===== config.mk =====
export PLATFORM = sky130hd
export DESIGN_NAME = tmb_batcher
export DESIGN_NICKNAME = d
export VERILOG_FILES = /design/src/rtl/tmb_pkg.sv /design/src/rtl/tmb_collect.sv /design/src/rtl/tmb_pktq.sv /design/src/rtl/tmb_batch_tx.sv /design/src/rtl/tmb_flush_timer.sv /design/src/rtl/tmb_batcher.sv
export SDC_FILE = /design/constraint.sdc
export NUM_CORES = 1
export LEC_CHECK = 0
export ABC_AREA = 1
export BUFFER_PORTS_ARGS = -buffer_cell sky130_fd_sc_hd__buf_2
export CAP_MARGIN = 15
export CORE_MARGIN = 5
export CORE_UTILIZATION = 50
export DETAILED_ROUTE_END_ITERATION = 8
export GPL_ROUTABILITY_DRIVEN = 0
export PLACE_DENSITY = 0.71
export SETUP_SLACK_MARGIN = 0.02
export SYNTH_ARGS = -nofsm -noshare
export SYNTH_HDL_FRONTEND = slang
export SYNTH_HIERARCHICAL = 1
export SYNTH_SLANG_ARGS = --single-unit
export TNS_END_PERCENT = 100

===== constraint.sdc =====
create_clock -name clk -period 8.3 [get_ports clk]
set_clock_uncertainty 0.05 [all_clocks]
set_input_delay 0 -clock clk [delete_from_list [all_inputs] [get_ports clk]]
set_output_delay 0 -clock clk [all_outputs]
set_load 0.05 [all_outputs]

===== src/rtl/tmb_pkg.sv =====
package tmb_pkg;
  typedef enum logic {TX_IDLE = 1'b0, TX_SEND = 1'b1} tx_state_e;
endpackage


===== src/rtl/tmb_collect.sv =====
module tmb_collect #(
  parameter int NUNIT = 4,
  parameter int W     = 16,
  parameter int TW    = 8
) (
  input  logic               clk,
  input  logic               rst_n,
  input  logic               flush,
  input  logic [NUNIT-1:0]   unit_valid,
  output logic [NUNIT-1:0]   unit_ready,
  input  logic [NUNIT*W-1:0] unit_data,
  input  logic [NUNIT*TW-1:0] unit_tag,
  input  logic               q_full,
  output logic               push,
  output logic [NUNIT*W-1:0] push_data
);
  logic [NUNIT-1:0]    full_q, full_d;
  logic [NUNIT*W-1:0]  data_q, data_d;
  logic [NUNIT*TW-1:0] tag_q, tag_d;
  logic [NUNIT-1:0]    tag_eq;
  logic                all_full, match, drop, clear;

  genvar g;
  generate
    for (g = 0; g < NUNIT; g++) begin : g_slot
      assign unit_ready[g] = ~full_q[g] & ~flush;
      assign tag_eq[g]     = (tag_q[g*TW +: TW] == tag_q[0 +: TW]);
    end
  endgenerate

  assign all_full  = &full_q;
  assign match     = &tag_eq;
  assign push      = all_full & match & ~q_full & ~flush;
  assign drop      = all_full & ~match;
  assign clear     = push | drop;
  assign push_data = data_q;

  always_comb begin
    full_d = full_q;
    data_d = data_q;
    tag_d  = tag_q;
    if (flush || clear) begin
      full_d = '0;
    end else begin
      for (int i = 0; i < NUNIT; i++) begin
        if (unit_valid[i] && unit_ready[i]) begin
          full_d[i]          = 1'b1;
          data_d[i*W +: W]   = unit_data[i*W +: W];
          tag_d[i*TW +: TW]  = unit_tag[i*TW +: TW];
        end
      end
    end
  end

  always_ff @(posedge clk or negedge rst_n) begin
    if (!rst_n) begin
      full_q <= '0;
      data_q <= '0;
      tag_q  <= '0;
    end else begin
      full_q <= full_d;
      data_q <= data_d;
      tag_q  <= tag_d;
    end
  end
endmodule


===== src/rtl/tmb_pktq.sv =====
module tmb_pktq #(
  parameter int DW    = 64,
  parameter int DEPTH = 16,
  localparam int PW   = (DEPTH > 1) ? $clog2(DEPTH) : 1,
  localparam int CW   = PW + 1
) (
  input  logic          clk,
  input  logic          rst_n,
  input  logic          flush,
  input  logic          push,
  input  logic [DW-1:0] push_data,
  input  logic          pop,
  output logic [DW-1:0] head,
  output logic [CW-1:0] count,
  output logic          full
);
  logic [DW-1:0] mem [DEPTH];
  logic [PW-1:0] wp_q, wp_d, rp_q, rp_d;
  logic [CW-1:0] cnt_q, cnt_d;
  logic          do_push, do_pop;

  assign full    = (cnt_q == CW'(DEPTH));
  assign count   = cnt_q;
  assign head    = mem[rp_q];
  assign do_push = push & ~full;
  assign do_pop  = pop & (cnt_q != '0);

  function automatic logic [PW-1:0] nxt(input logic [PW-1:0] p);
    return (p == PW'(DEPTH - 1)) ? '0 : p + 1'b1;
  endfunction

  always_comb begin
    wp_d  = wp_q;
    rp_d  = rp_q;
    cnt_d = cnt_q;
    if (flush) begin
      wp_d  = '0;
      rp_d  = '0;
      cnt_d = '0;
    end else begin
      if (do_push) wp_d = nxt(wp_q);
      if (do_pop)  rp_d = nxt(rp_q);
      if (do_push && !do_pop)      cnt_d = cnt_q + 1'b1;
      else if (do_pop && !do_push) cnt_d = cnt_q - 1'b1;
    end
  end

  always_ff @(posedge clk or negedge rst_n) begin
    if (!rst_n) begin
      wp_q  <= '0;
      rp_q  <= '0;
      cnt_q <= '0;
    end else begin
      wp_q  <= wp_d;
      rp_q  <= rp_d;
      cnt_q <= cnt_d;
    end
  end

  always_ff @(posedge clk) begin
    if (do_push && !flush) mem[wp_q] <= push_data;
  end
endmodule


===== src/rtl/tmb_batch_tx.sv =====
module tmb_batch_tx
  import tmb_pkg::*;
#(
  parameter int NUNIT = 4,
  parameter int W     = 16,
  parameter int BATCH = 8,
  parameter int CW    = 5,
  localparam int XW   = (NUNIT > 1) ? $clog2(NUNIT) : 1,
  localparam int BW   = (BATCH > 1) ? $clog2(BATCH) : 1
) (
  input  logic               clk,
  input  logic               rst_n,
  input  logic               flush,
  input  logic [CW-1:0]      q_count,
  input  logic [NUNIT*W-1:0] head,
  input  logic               out_ready,
  output logic               pop,
  output logic               out_valid,
  output logic [W-1:0]       out_data,
  output logic               out_last
);
  tx_state_e     st_q, st_d;
  logic [XW-1:0] wix_q, wix_d;
  logic [BW-1:0] pkt_q, pkt_d;
  logic          last_word, last_pkt, fire;

  assign last_word = (wix_q == XW'(NUNIT - 1));
  assign last_pkt  = (pkt_q == BW'(BATCH - 1));
  assign out_valid = (st_q == TX_SEND) & ~flush;
  assign out_data  = head[wix_q*W +: W];
  assign out_last  = out_valid & last_word & last_pkt;
  assign fire      = out_valid & out_ready;
  assign pop       = fire & last_word;

  always_comb begin
    st_d  = st_q;
    wix_d = wix_q;
    pkt_d = pkt_q;
    if (flush) begin
      st_d  = TX_IDLE;
      wix_d = '0;
      pkt_d = '0;
    end else if (st_q == TX_IDLE) begin
      if (q_count >= CW'(BATCH)) st_d = TX_SEND;
      wix_d = '0;
      pkt_d = '0;
    end else if (fire) begin
      if (last_word) begin
        wix_d = '0;
        pkt_d = pkt_q + 1'b1;
        if (last_pkt) begin
          st_d  = TX_IDLE;
          pkt_d = '0;
        end
      end else begin
        wix_d = wix_q + 1'b1;
      end
    end
  end

  always_ff @(posedge clk or negedge rst_n) begin
    if (!rst_n) begin
      st_q  <= TX_IDLE;
      wix_q <= '0;
      pkt_q <= '0;
    end else begin
      st_q  <= st_d;
      wix_q <= wix_d;
      pkt_q <= pkt_d;
    end
  end
endmodule


===== src/rtl/tmb_flush_timer.sv =====
module tmb_flush_timer #(
  parameter int unsigned FLUSH_CYC = 50_000_000,
  localparam int TCW = $clog2(FLUSH_CYC + 1)
) (
  input  logic clk,
  input  logic rst_n,
  input  logic eob,
  output logic flush
);
  logic           run_q, run_d, fl_q, fl_d;
  logic [TCW-1:0] cnt_q, cnt_d;

  assign flush = fl_q;

  always_comb begin
    run_d = run_q;
    cnt_d = cnt_q;
    fl_d  = 1'b0;
    if (eob) begin
      run_d = 1'b1;
      cnt_d = '0;
    end else if (run_q) begin
      if (cnt_q == TCW'(FLUSH_CYC - 1)) begin
        run_d = 1'b0;
        fl_d  = 1'b1;
      end else begin
        cnt_d = cnt_q + 1'b1;
      end
    end
  end

  always_ff @(posedge clk or negedge rst_n) begin
    if (!rst_n) begin
      run_q <= 1'b0;
      cnt_q <= '0;
      fl_q  <= 1'b0;
    end else begin
      run_q <= run_d;
      cnt_q <= cnt_d;
      fl_q  <= fl_d;
    end
  end
endmodule


===== src/rtl/tmb_batcher.sv =====
module tmb_batcher #(
  parameter int          NUNIT     = 4,
  parameter int          W         = 16,
  parameter int          TW        = 8,
  parameter int          BATCH     = 8,
  parameter int          QDEPTH    = 16,
  parameter int unsigned FLUSH_CYC = 50_000_000,
  localparam int QCW = ((QDEPTH > 1) ? $clog2(QDEPTH) : 1) + 1
) (
  input  logic                clk,
  input  logic                rst_n,
  input  logic [NUNIT-1:0]    unit_valid,
  output logic [NUNIT-1:0]    unit_ready,
  input  logic [NUNIT*W-1:0]  unit_data,
  input  logic [NUNIT*TW-1:0] unit_tag,
  input  logic                eob_pulse,
  output logic                flush_o,
  output logic                out_valid,
  input  logic                out_ready,
  output logic [W-1:0]        out_data,
  output logic                out_last
);
  logic               flush, push, pop, q_full;
  logic [NUNIT*W-1:0] push_data, head;
  logic [QCW-1:0]     q_count;

  assign flush_o = flush;

  tmb_flush_timer #(.FLUSH_CYC(FLUSH_CYC)) u_timer (
    .clk(clk), .rst_n(rst_n), .eob(eob_pulse), .flush(flush)
  );

  tmb_collect #(.NUNIT(NUNIT), .W(W), .TW(TW)) u_coll (
    .clk(clk), .rst_n(rst_n), .flush(flush),
    .unit_valid(unit_valid), .unit_ready(unit_ready),
    .unit_data(unit_data), .unit_tag(unit_tag),
    .q_full(q_full), .push(push), .push_data(push_data)
  );

  tmb_pktq #(.DW(NUNIT*W), .DEPTH(QDEPTH)) u_q (
    .clk(clk), .rst_n(rst_n), .flush(flush),
    .push(push), .push_data(push_data), .pop(pop),
    .head(head), .count(q_count), .full(q_full)
  );

  tmb_batch_tx #(.NUNIT(NUNIT), .W(W), .BATCH(BATCH), .CW(QCW)) u_tx (
    .clk(clk), .rst_n(rst_n), .flush(flush),
    .q_count(q_count), .head(head), .out_ready(out_ready),
    .pop(pop), .out_valid(out_valid), .out_data(out_data), .out_last(out_last)
  );
endmodule


== Yosys cells after proc, flatten, opt, wreduce, memory -nomap -nowiden ==
Memory sizes are Yosys's and may differ from the RTL's.
Cells that the tools add are included.

* Input bits: 104
* Memories kept: 1
* RAM bits: 1024
* Flip-flop bits (word level): 147

* Shift-type cells: 1
* Bitwise logic cells: 24
* Reductions and logical operators: 28
* $add $sub $neg: 7
* $lt $le $gt $ge: 1
* Multiplexer cells: 40
* Equal/unequal tests: 12

{| class="wikitable"
|+ Memories
! name !! words !! width !! rd ports !! clocked after memory_dff !! wr ports !! RTL line !! source
|-
| u_q.mem || 16 || 64 || 1 || 0 || 1 || tmb_pktq.sv:17 || <nowiki>logic [DW-1:0] mem [DEPTH];</nowiki>
|}

{| class="wikitable"
|+ Operators by type and width
! cell !! count
|-
| $mux 26 || 3
|-
| $shiftx 64x7->16 || 1
|-
| $mux 4 || 7
|-
| $add 26x1->26 const B || 1
|-
| $eq 26x26->1 const B || 1
|-
| $eq 8x8->1 || 3
|-
| $mux 1 || 18
|-
| $and 1x1->1 || 15
|-
| $mux 3 || 5
|-
| $mux 5 || 3
|-
| $reduce_bool 2->1 || 7
|-
| $reduce_and 2->1 || 6
|-
| $add 4x1->4 const B || 2
|-
| $eq 4x4->1 const B || 2
|-
| $mux 2 || 4
|-
| $not 1->1 || 8
|-
| $logic_and 1x1->1 || 7
|-
| $ne 3x3->1 const B || 2
|-
| $add 5x1->5 const B || 1
|-
| $eq 5x5->1 const B || 1
|-
| $ge 5x4->1 const B || 1
|-
| $reduce_bool 5->1 || 1
|-
| $sub 5x1->5 const B || 1
|-
| $reduce_and 4->1 || 1
|-
| other kinds (10) || 12
|}

== Depth between registers and ports, before layout ==
Gate-level depths: netlist of run 1.

* Depth in word-level cells: 11
* Mapped depth: 20
* Gate-level depth less buffers: 20

== Modules after synthesis ==
Netlist of run 1, hierarchy kept.

{| class="wikitable"
|+ Modules (own cells, without submodules)
! module !! area an instance (µm²) !! instances !! cells each !! seq. area each (µm²)
|-
| tmb_pktq || 40847.9 || 1 || 3084 || 31074.8
|-
| tmb_collect || 4269.1 || 1 || 365 || 2502.4
|-
| tmb_flush_timer || 1981.9 || 1 || 320 || 700.7
|-
| tmb_batch_tx || 1141.1 || 1 || 228 || 150.1
|}

== Worst setup path after synthesis of run 1 ==
No wires, ideal clock.

* Path kind: reg2reg
* From: reg u_timer.fl_q, in the netlist u_timer/flush
* To: mem u_q.mem[7][0] (enable)
* Period minus slack after synthesis: 6.338 ns
* Stages on the path, launching flop included: 8
* Setup slack: 1.962 ns
* Buffers on the path: 0
* Required time: 7.685 ns
* Arrival time: 5.724 ns
* Cell sequence: dfrtp_1 -> nor2_1 -> nand2_1 -> nor2_1 -> nand2_1 -> inv_1 -> nand2_1 -> nor3_1

* Word-level cells in the longest chain between the ends: 6

{| class="wikitable"
|+ RTL lines
! what !! RTL line !! source
|-
| from (decl) || tmb_flush_timer.sv:10 || <nowiki>logic run_q, run_d, fl_q, fl_d;</nowiki>
|-
| from (signal assigned) || tmb_flush_timer.sv:40 || <nowiki>fl_q <= fl_d;</nowiki>
|-
| $not 1->1 || tmb_collect.sv:33 || <nowiki>assign push = all_full & match & ~q_full & ~flush;</nowiki>
|-
| $and 1x1->1 || tmb_collect.sv:33 ||
|-
| net push || tmb_batcher.sv:23 || <nowiki>logic flush, push, pop, q_full;</nowiki>
|-
| $and 1x1->1 || tmb_pktq.sv:25 || <nowiki>assign do_push = push & ~full;</nowiki>
|-
| $logic_and 1x1->1 || tmb_pktq.sv:61 || <nowiki>if (do_push && !flush) mem[wp_q] <= push_data;</nowiki>
|-
| $mux 1 || tmb_pktq.sv:61 ||
|-
| $mux 1 (implied by the code) || tmb_pktq.sv:61 ||
|-
| to (decl) || tmb_pktq.sv:17 ||
|}

The timed path passes the listed nets, and every way through them passes these cells.

== Final worst setup path of run 1 ==
* From: reg u_q.rp_q[0]
* To: out out_data[9]

* Word-level cells in the longest chain between the ends: 2

{| class="wikitable"
|+ RTL lines
! what !! RTL line !! source
|-
| from (decl) || tmb_pktq.sv:18 || <nowiki>logic [PW-1:0] wp_q, wp_d, rp_q, rp_d;</nowiki>
|-
| from (signal assigned) || tmb_pktq.sv:55 || <nowiki>rp_q <= rp_d;</nowiki>
|-
| $mem_v2 16x64 || -- ||
|-
| net head[41] || tmb_batcher.sv:24 || <nowiki>logic [NUNIT*W-1:0] push_data, head;</nowiki>
|-
| $shiftx 64x7->16 || tmb_batch_tx.sv:30 || <nowiki>assign out_data = head[wix_q*W +: W];</nowiki>
|-
| to (decl) || tmb_batcher.sv:20 || <nowiki>output logic [W-1:0] out_data,</nowiki>
|}

The timed path passes the listed nets, and every way through them passes these cells.

==> metrics.cfg, run 1 <==
[outcome]
status = completed

[yosys]
async_reset_ff_share_pct = 12.6
synth_common_cells = 1024 x edfxtp_1, 878 x nand2_1, 343 x nand3_1, 287 x o21ai_0, 284 x inv_1
ys_seq_area_share_pct = 71.4
netlist.area_leader.share_pct = 63.7
synth_cell_types = 38
synth_fp_nets = 4115
yosysMostFrequentCell = edfxtp_1
synthesis.area_um2 = 48200
ys_warn_count = 6
ys_seq_elements = 1171
synth-edff-count = 1024
synth_cells = 3997
yosys.area.top_type = edfxtp_1
ys.flop_type = edfxtp_1
avgSynthCellArea_um2 = 12.1
synth.area.top_cells = edfxtp_1 64%, dfrtp_1 7.6%, nand2_1 6.8%, nand3_1 3.6%, o21ai_0 3.0%

[finish]
regArea_um2 = 34400
num-nets-final = 4364
area_growth_syn_to_layout_pct = 15.1
fillCellCount = 7578
drive_above_1_share_pct = 10.9
antennaDiodeCount = 0
multiInputGateArea_um2 = 11500

[sta]
tightest_slew_ns = 1.23
setup_tns_ns = 0
post-route-period-util_pct = 58.7
setup_viol_count_final = 0
relSlewSlack_pct = 18.1
max_freq_mhz = 205
finalHoldViolCount = 0
rsz0062_at_grt = false
drv_slew = 0
min_period_ns = 4.87

[clocking]
insertion_delay_ns = 0.71
cts_max_path_buffers = 3
htreeDepth = 3
clk_root_buffer_cell = clkbuf_16
clkSinkCount = 1171
cts_buffers = 114
cts.clk_slew.worst_paths_ns = 0.06
cts_resized = 0
cts_tree = built

[global_routing]
grt_pass1_wl_um = 185000
grt_max_degree = 237
grt.met1_usage_pct = 32.0
met2_usage_pct = 37.2
busiest_layer = met2
grt_pass1_vias = 31400
grt_use_total_pct = 23.1
antenna_found_initial = 0
grt_overflow = 0
grt_use_met3_pct = 4.65

[worst_hold_path]
hold_class = primary input to flop
min_from = unit_data[33]
min_to = u_coll/push_data[33]
hold_depth = 3

[worst_setup_path]
r2r-end = u_q/mem[0][38]
cpMostUsedCell = nand2_1
reg2reg_setup_slack_ns = 3.96
cpMaxStageDelayCell = dfrtp_4
cpLargestDelayFamily = buffers and inverters
worst_ep_arrival_time_ns = 4.82
path_class = flop to output port
crit_buf_inv = 4
cp_cell_sequence = buf_12 -> buf_4 -> o21ai_0 -> o211ai_1 -> nand4_1 -> nand2_1 -> inv_1 -> nand2_1 -> nand3_1 -> nand2_1 -> buf_2
critPathRequiredTime_ns = 8.25
slowest_delay_ns = 0.94
crit_fanout = 236
critPathLaunchType = flop
r2r-start = u_coll/tag_q[4]
reg2reg_depth = 13
cp-end-kind = output port

[floorplanning]
die-area_um2 = 103000
rows = 114
coreArea_um2 = 96300
die_h_um = 321
die_x_um = 321
io_pins = 127
start_util_pct = 50.1

[pwr]
p_leak_nw = 20.3
finalPower_w = 0.0180
peakVddDrop_mv = 0.281
power_density_nw_per_um2 = 325

[job]
max_cap_viol_count = 0

[route]
post-route-drc-count = 0
routedWlPerCell_um = 21.5
drt-total-wl_um = 121000
antenna_left = 0
vias = 31800
first_iter_violations = 3406
vias_per_cell = 5.66
first_pass_iters = 6

[place]
port_buffers = 126
hpwl_um = 62000

[tightest hold or removal path: stages]
cell and delay (ns):
dlygate4sd3_1 0.53, buf_2 0.09, mux2_2 0.13
[how the worst max path moves through the flow]
stage               startpoint             end  slack [ns]  cells past startpoint
2_1_floorplan    u_timer/flush   u_q/mem[7][0]        1.96                      7
3_3_place_gp   u_coll/tag_q[6]  u_q/mem[0][28]        4.13                     12
3_5_place_dp   u_coll/tag_q[6]  u_q/mem[0][31]        4.08                     12
4_1_cts            u_q/rp_q[0]    out_data[14]        3.54                     11
5_1_grt            u_q/rp_q[0]    out_data[11]        3.11                     11
6_report           u_q/rp_q[0]     out_data[9]        3.43                     11
[metal layers]
metal | vias up | share of wire (%)
met3 | 256 | 9.3
met5 | - | 0
met2 | 1421 | 47
li1 | 14600 | -
met4 | 0 | 3.3
met1 | 15500 | 40
[cells in the final DEF (no fill, tap or decap), types with 3 or more instances in the layout]
cell           synthesis  layout
ha_1                  13      13
inv_4                  3       6
xor2_1                 3       3
dfrtp_4                0       3
inv_6                  1       5
mux2_4                28      28
nand2_1              878     878
o211ai_1             128     128
dlygate4sd3_1          0     188
nor2_1               245     233
clkbuf_8               0      14
clkinv_1               0      16
mux2_2                39      39
nand2_2               14      14
buf_2                 58     125
bufinv_16              0      15
nor3_2                 0       4
a21oi_1              164     164
clkbuf_1              75      22
dfrtp_1              147     144
clkbuf_16              0     114
buf_4                 17      42
mux2_1                 4       4
clkinv_16              0       4
clkinv_2               0      19
inv_1                284     280
inv_2                  5       5
edfxtp_1            1024    1024
nand4_1              131     131
nand3b_1               3       3
o21ai_0              287     287
nor2_4                 3      15
nor2_2                 7       7
nand3_1              343     343
[report_power, final]
part / switching (W) / internal, W
clock: 0.00225 / 0.00313
combinational: 0.00289 / 0.00140
sequential: 0.000928 / 0.00745
total: 0.00607 / 0.0120
[final cells by class]
cell class | instances | area share, %
Inverter | 293 | 2.03
Sequential cell | 1171 | 62.0
Clock inverter | 65 | 1.50
Timing Repair Buffer | 359 | 5.23
Tap cell | 1276 | 2.88
Multi-Input combinational cell | 2307 | 20.7
Clock buffer | 149 | 5.61
[logic make-up after synthesis]
logic type | synth area share (%)
fa+ha+maj | 0.379
mux | 1.88
xor+xnor | 0.0726
simple gates | 14.5
flops | 71.4
compound gates | 6.76
buf+inv | 5.03
[sequential cells by signal, indices dropped and copies added (netlist names)]
name / cells
u_q/wp_q: 4
u_tx/pkt_q: 3
u_timer/cnt_q: 26
u_timer/flush: 1
u_q/rp_q: 4
u_coll/full_q: 4
u_coll/push_data: 64
u_q/count: 5
u_tx/st_q: 1
u_q/mem: 1024
u_coll/tag_q: 32
u_tx/wix_q: 2
u_timer/run_q: 1
[timing repair]
action | 4_1_cts | 5_1_grt
hold buffers | 189 | 0
hold endpoints to repair | 222 | 0
buffers inserted | 0 | 0
[stage by stage]
step | instances | worst slack [ns] | utilization, % | area (um2) | hold WS, ns
finish | 5620 | 3.43 | 57.7 | 55500 | 0.0297
global route | 5620 | 3.11 | 57.7 | 55500 | 0.0244
CTS | 5620 | 3.54 | 57.7 | 55500 | 0.00122
detailed placement | 5217 | 4.08 | 51.6 | 49700 | 0.108
global placement | 5217 | 4.13 | 51.6 | 49700 | 0.0930
floorplan | 3997 | 1.96 | - | 48200 | -0.346
(Power assumes the default switching activity.)
==> run 2: changes to the inputs <==
==> constraint.sdc (replaced) <==
create_clock -name clk -period 4.55 [get_ports clk]
set_clock_uncertainty 0.05 [all_clocks]
set_input_delay 0 -clock clk [delete_from_list [all_inputs] [get_ports clk]]
set_output_delay 0 -clock clk [all_outputs]
set_load 0.05 [all_outputs]
==> run 2 against run 1 <==
Effect of this change: critical path depth is 1 higher; count of clock-buffer cells in the layout rose by 21; clock power is 80% higher; core utilization up 0.48 points; non-clock buffer count increased by 27; register-to-register slack worse by 3.0 ns; power up 83%; final area up 0.83%; critical path type unchanged; highest routed layer unchanged.
==> metrics.cfg, run 2 (synthesized netlist as in run 1, its figures left out) <==
[pwr]
peakVddDrop_mv = 0.468  ; +66%
sw_frac_of_total_pct = 33.8  ; +0.20 points
p_leak_nw = 20.5  ; +0.95%
p_seq_share_pct = 46.6  ; +0.2 points
finalPower_w = 0.0330  ; +83%
clock_power_share_pct = 29.3  ; -0.5 points
p_switching_w = 0.0112  ; +84%
p_comb_share_pct = 24.2  ; +0.4 points
intPower_w = 0.0219  ; +83%
power_density_nw_per_um2 = 590  ; +82%

[route]
routedWlPerCell_um = 21.2  ; -1.7%
vias_per_cell = 5.66  ; about the same
first_pass_iters = 6  ; unchanged
vias = 32000  ; +0.66%
post-route-drc-count = 0  ; unchanged
first_iter_violations = 3180  ; -6.6%
drt-total-wl_um = 120000  ; -1.1%
antenna_left = 0  ; unchanged

[clocking]
clk_root_buffer_cell = clkbuf_16
htreeDepth = 3  ; unchanged
cts_buffers = 116  ; +1.8%
cts_tree = built
insertion_delay_ns = 0.71  ; about the same
cts_max_path_buffers = 3  ; unchanged
cts.clk_slew.worst_paths_ns = 0.06  ; about the same
clkSinkCount = 1171  ; unchanged
cts_setup_buffers = 0  ; unchanged

[worst_setup_path]
critPathLaunchType = flop
cp-end-kind = output port
cpMostUsedCell = nand2_1
startpoint = u_q/rp_q[1]
r2r-end = u_q/mem[0][11]
crit_fanout = 58  ; -75%
critPathRequiredTime_ns = 4.50  ; -3.75 ns
cp_cell_sequence = inv_1 -> nand2_1 -> inv_4 -> buf_4 -> nand3_1 -> nand4_1 -> nand2_1 -> inv_1 -> nand2_1 -> nand3_1 -> nand2_1 -> buf_2
crit_end = out_data[11]
r2r-start = u_coll/tag_q[6]
slowest_delay_ns = 0.65  ; -0.29 ns
cpMaxStageDelayCell = inv_4
worst_ep_arrival_time_ns = 3.89  ; -0.93 ns
reg2reg_setup_slack_ns = 0.98  ; -2.98 ns
reg2reg_depth = 12  ; -1
path_class = flop to output port

[finish]
final_area_um2 = 56000  ; +0.83%
layout_commonest_cell = edfxtp_1
final-instance-count-excl-fill = 5653  ; +0.59%
top_register = u_q/mem
final_cell_mix = 1024 x edfxtp_1, 878 x nand2_1, 343 x nand3_1
largest_register_ffs = 1024  ; unchanged
num-nets-final = 4393  ; +0.66%
area_growth_syn_to_layout_pct = 16.0
drive_above_1_share_pct = 11.4  ; +0.42 points

[floorplanning]
die-area_um2 = 103000  ; unchanged
die_h_um = 321  ; unchanged
rows = 114  ; unchanged
start_util_pct = 50.1  ; unchanged
coreArea_um2 = 96300  ; unchanged
io_pins = 127  ; unchanged
die_x_um = 321  ; unchanged

[sta]
rsz0062_at_grt = false
setup_viol_count_final = 0  ; unchanged
worst_slack_ns = 0.608  ; -2.82 ns
relSlewSlack_pct = 33.9  ; +16 points
max_freq_mhz = 254
min_period_ns = 3.94
post-route-period-util_pct = 86.6
finalHoldViolCount = 0  ; unchanged
drv_slew = 0  ; unchanged
tightest_slew_ns = 0.988  ; -0.241 ns

[place]
dp_cells = 5244  ; +0.52%
hpwl_um = 66700  ; +7.6%
placed_area_um2 = 50100  ; +0.98%
pre_cts_slack_ns = 1.08  ; -3.00 ns
port_buffers = 126  ; unchanged

[worst_hold_path]
hold_class = primary input to flop
hold_depth = 3  ; unchanged

[global_routing]
grt_overflow = 0  ; unchanged
grt_max_degree = 155  ; -35%
grt_pass1_wl_um = 184000  ; -0.34%
grt_use_total_pct = 22.9  ; -0.20 points
grt_pass1_vias = 31200  ; -0.52%
antenna_found_initial = 4  ; +4

[job]
max_cap_viol_count = 0  ; unchanged

[outcome]
status = completed

-- run 2: through the flow --
stage | utilization [%] | setup TNS (ns) | hold slack, ns
4_1_cts | 58.1 | 0 | 0.000701
6_report | 58.1 | 0 | 0.0227
5_1_grt | 58.1 | 0 | 0.0187
2_1_floorplan | - | -457.77 | -0.346
3_5_place_dp | 52.1 | 0 | 0.0552
3_3_place_gp | 52.1 | 0 | 0.0532
-- run 2: worst max-delay path, delay by kind of cell (launching register included) --
family	cells	cell delay (ns)
and+or+nand+nor	7	0.89
DFF	1	0.61
buffers and inverters	5	1.64
-- run 2: routing by layer --
layer / global-route usage, % / vias to the layer above / wire [um]
met2: 37.1 / 1443 / 56700
met1: 32.2 / 15700 / 49400
met5: 0 / - / 0
met3: 4.47 / 194 / 10600
li1: - / 14700 / -
met4: 6.45 / 0 / 2960
-- run 2: area by class of cell --
cell class	instances	area, um2
Clock buffer	170	3330
Tap cell	1276	1600
Multi-Input combinational cell	2307	11500
Antenna cell	1	2.50
Inverter	293	1130
Timing Repair Buffer	386	3380
Sequential cell	1171	34400
Fill cell	7430	40300
Clock inverter	49	596
-- run 2: worst min path at each step --
stage	startpoint	slack, ns	to
floorplan	rst_n	-0.35	u_coll/full_q[0]
global placement	rst_n	0.05	u_coll/push_data[46]
detailed placement	rst_n	0.06	u_coll/push_data[46]
CTS	unit_data[56]	0.0007	u_coll/push_data[56]
global route	unit_data[26]	0.02	u_coll/push_data[26]
finish	unit_valid[3]	0.02	u_coll/full_q[3]
-- run 2: power groups by stage --
stage | sequential, W | clock (W) | combinational, W
after detailed placement | 0.0156 | 0 | 0.00750
final | 0.0154 | 0.00967 | 0.00798
after global placement | 0.0156 | 0 | 0.00741
after global routing | 0.0156 | 0.0103 | 0.00872
after CTS | 0.0154 | 0.00982 | 0.00787
after floorplan | 0.0147 | 0 | 0.00572
-- run 2: timing repair --
item                                    in CTS  in global routing
endpoints found under the hold margin      219                  0
endpoints found under the setup margin       0                  0
hold buffers                               189                  0
gates resized for setup                      0                  0
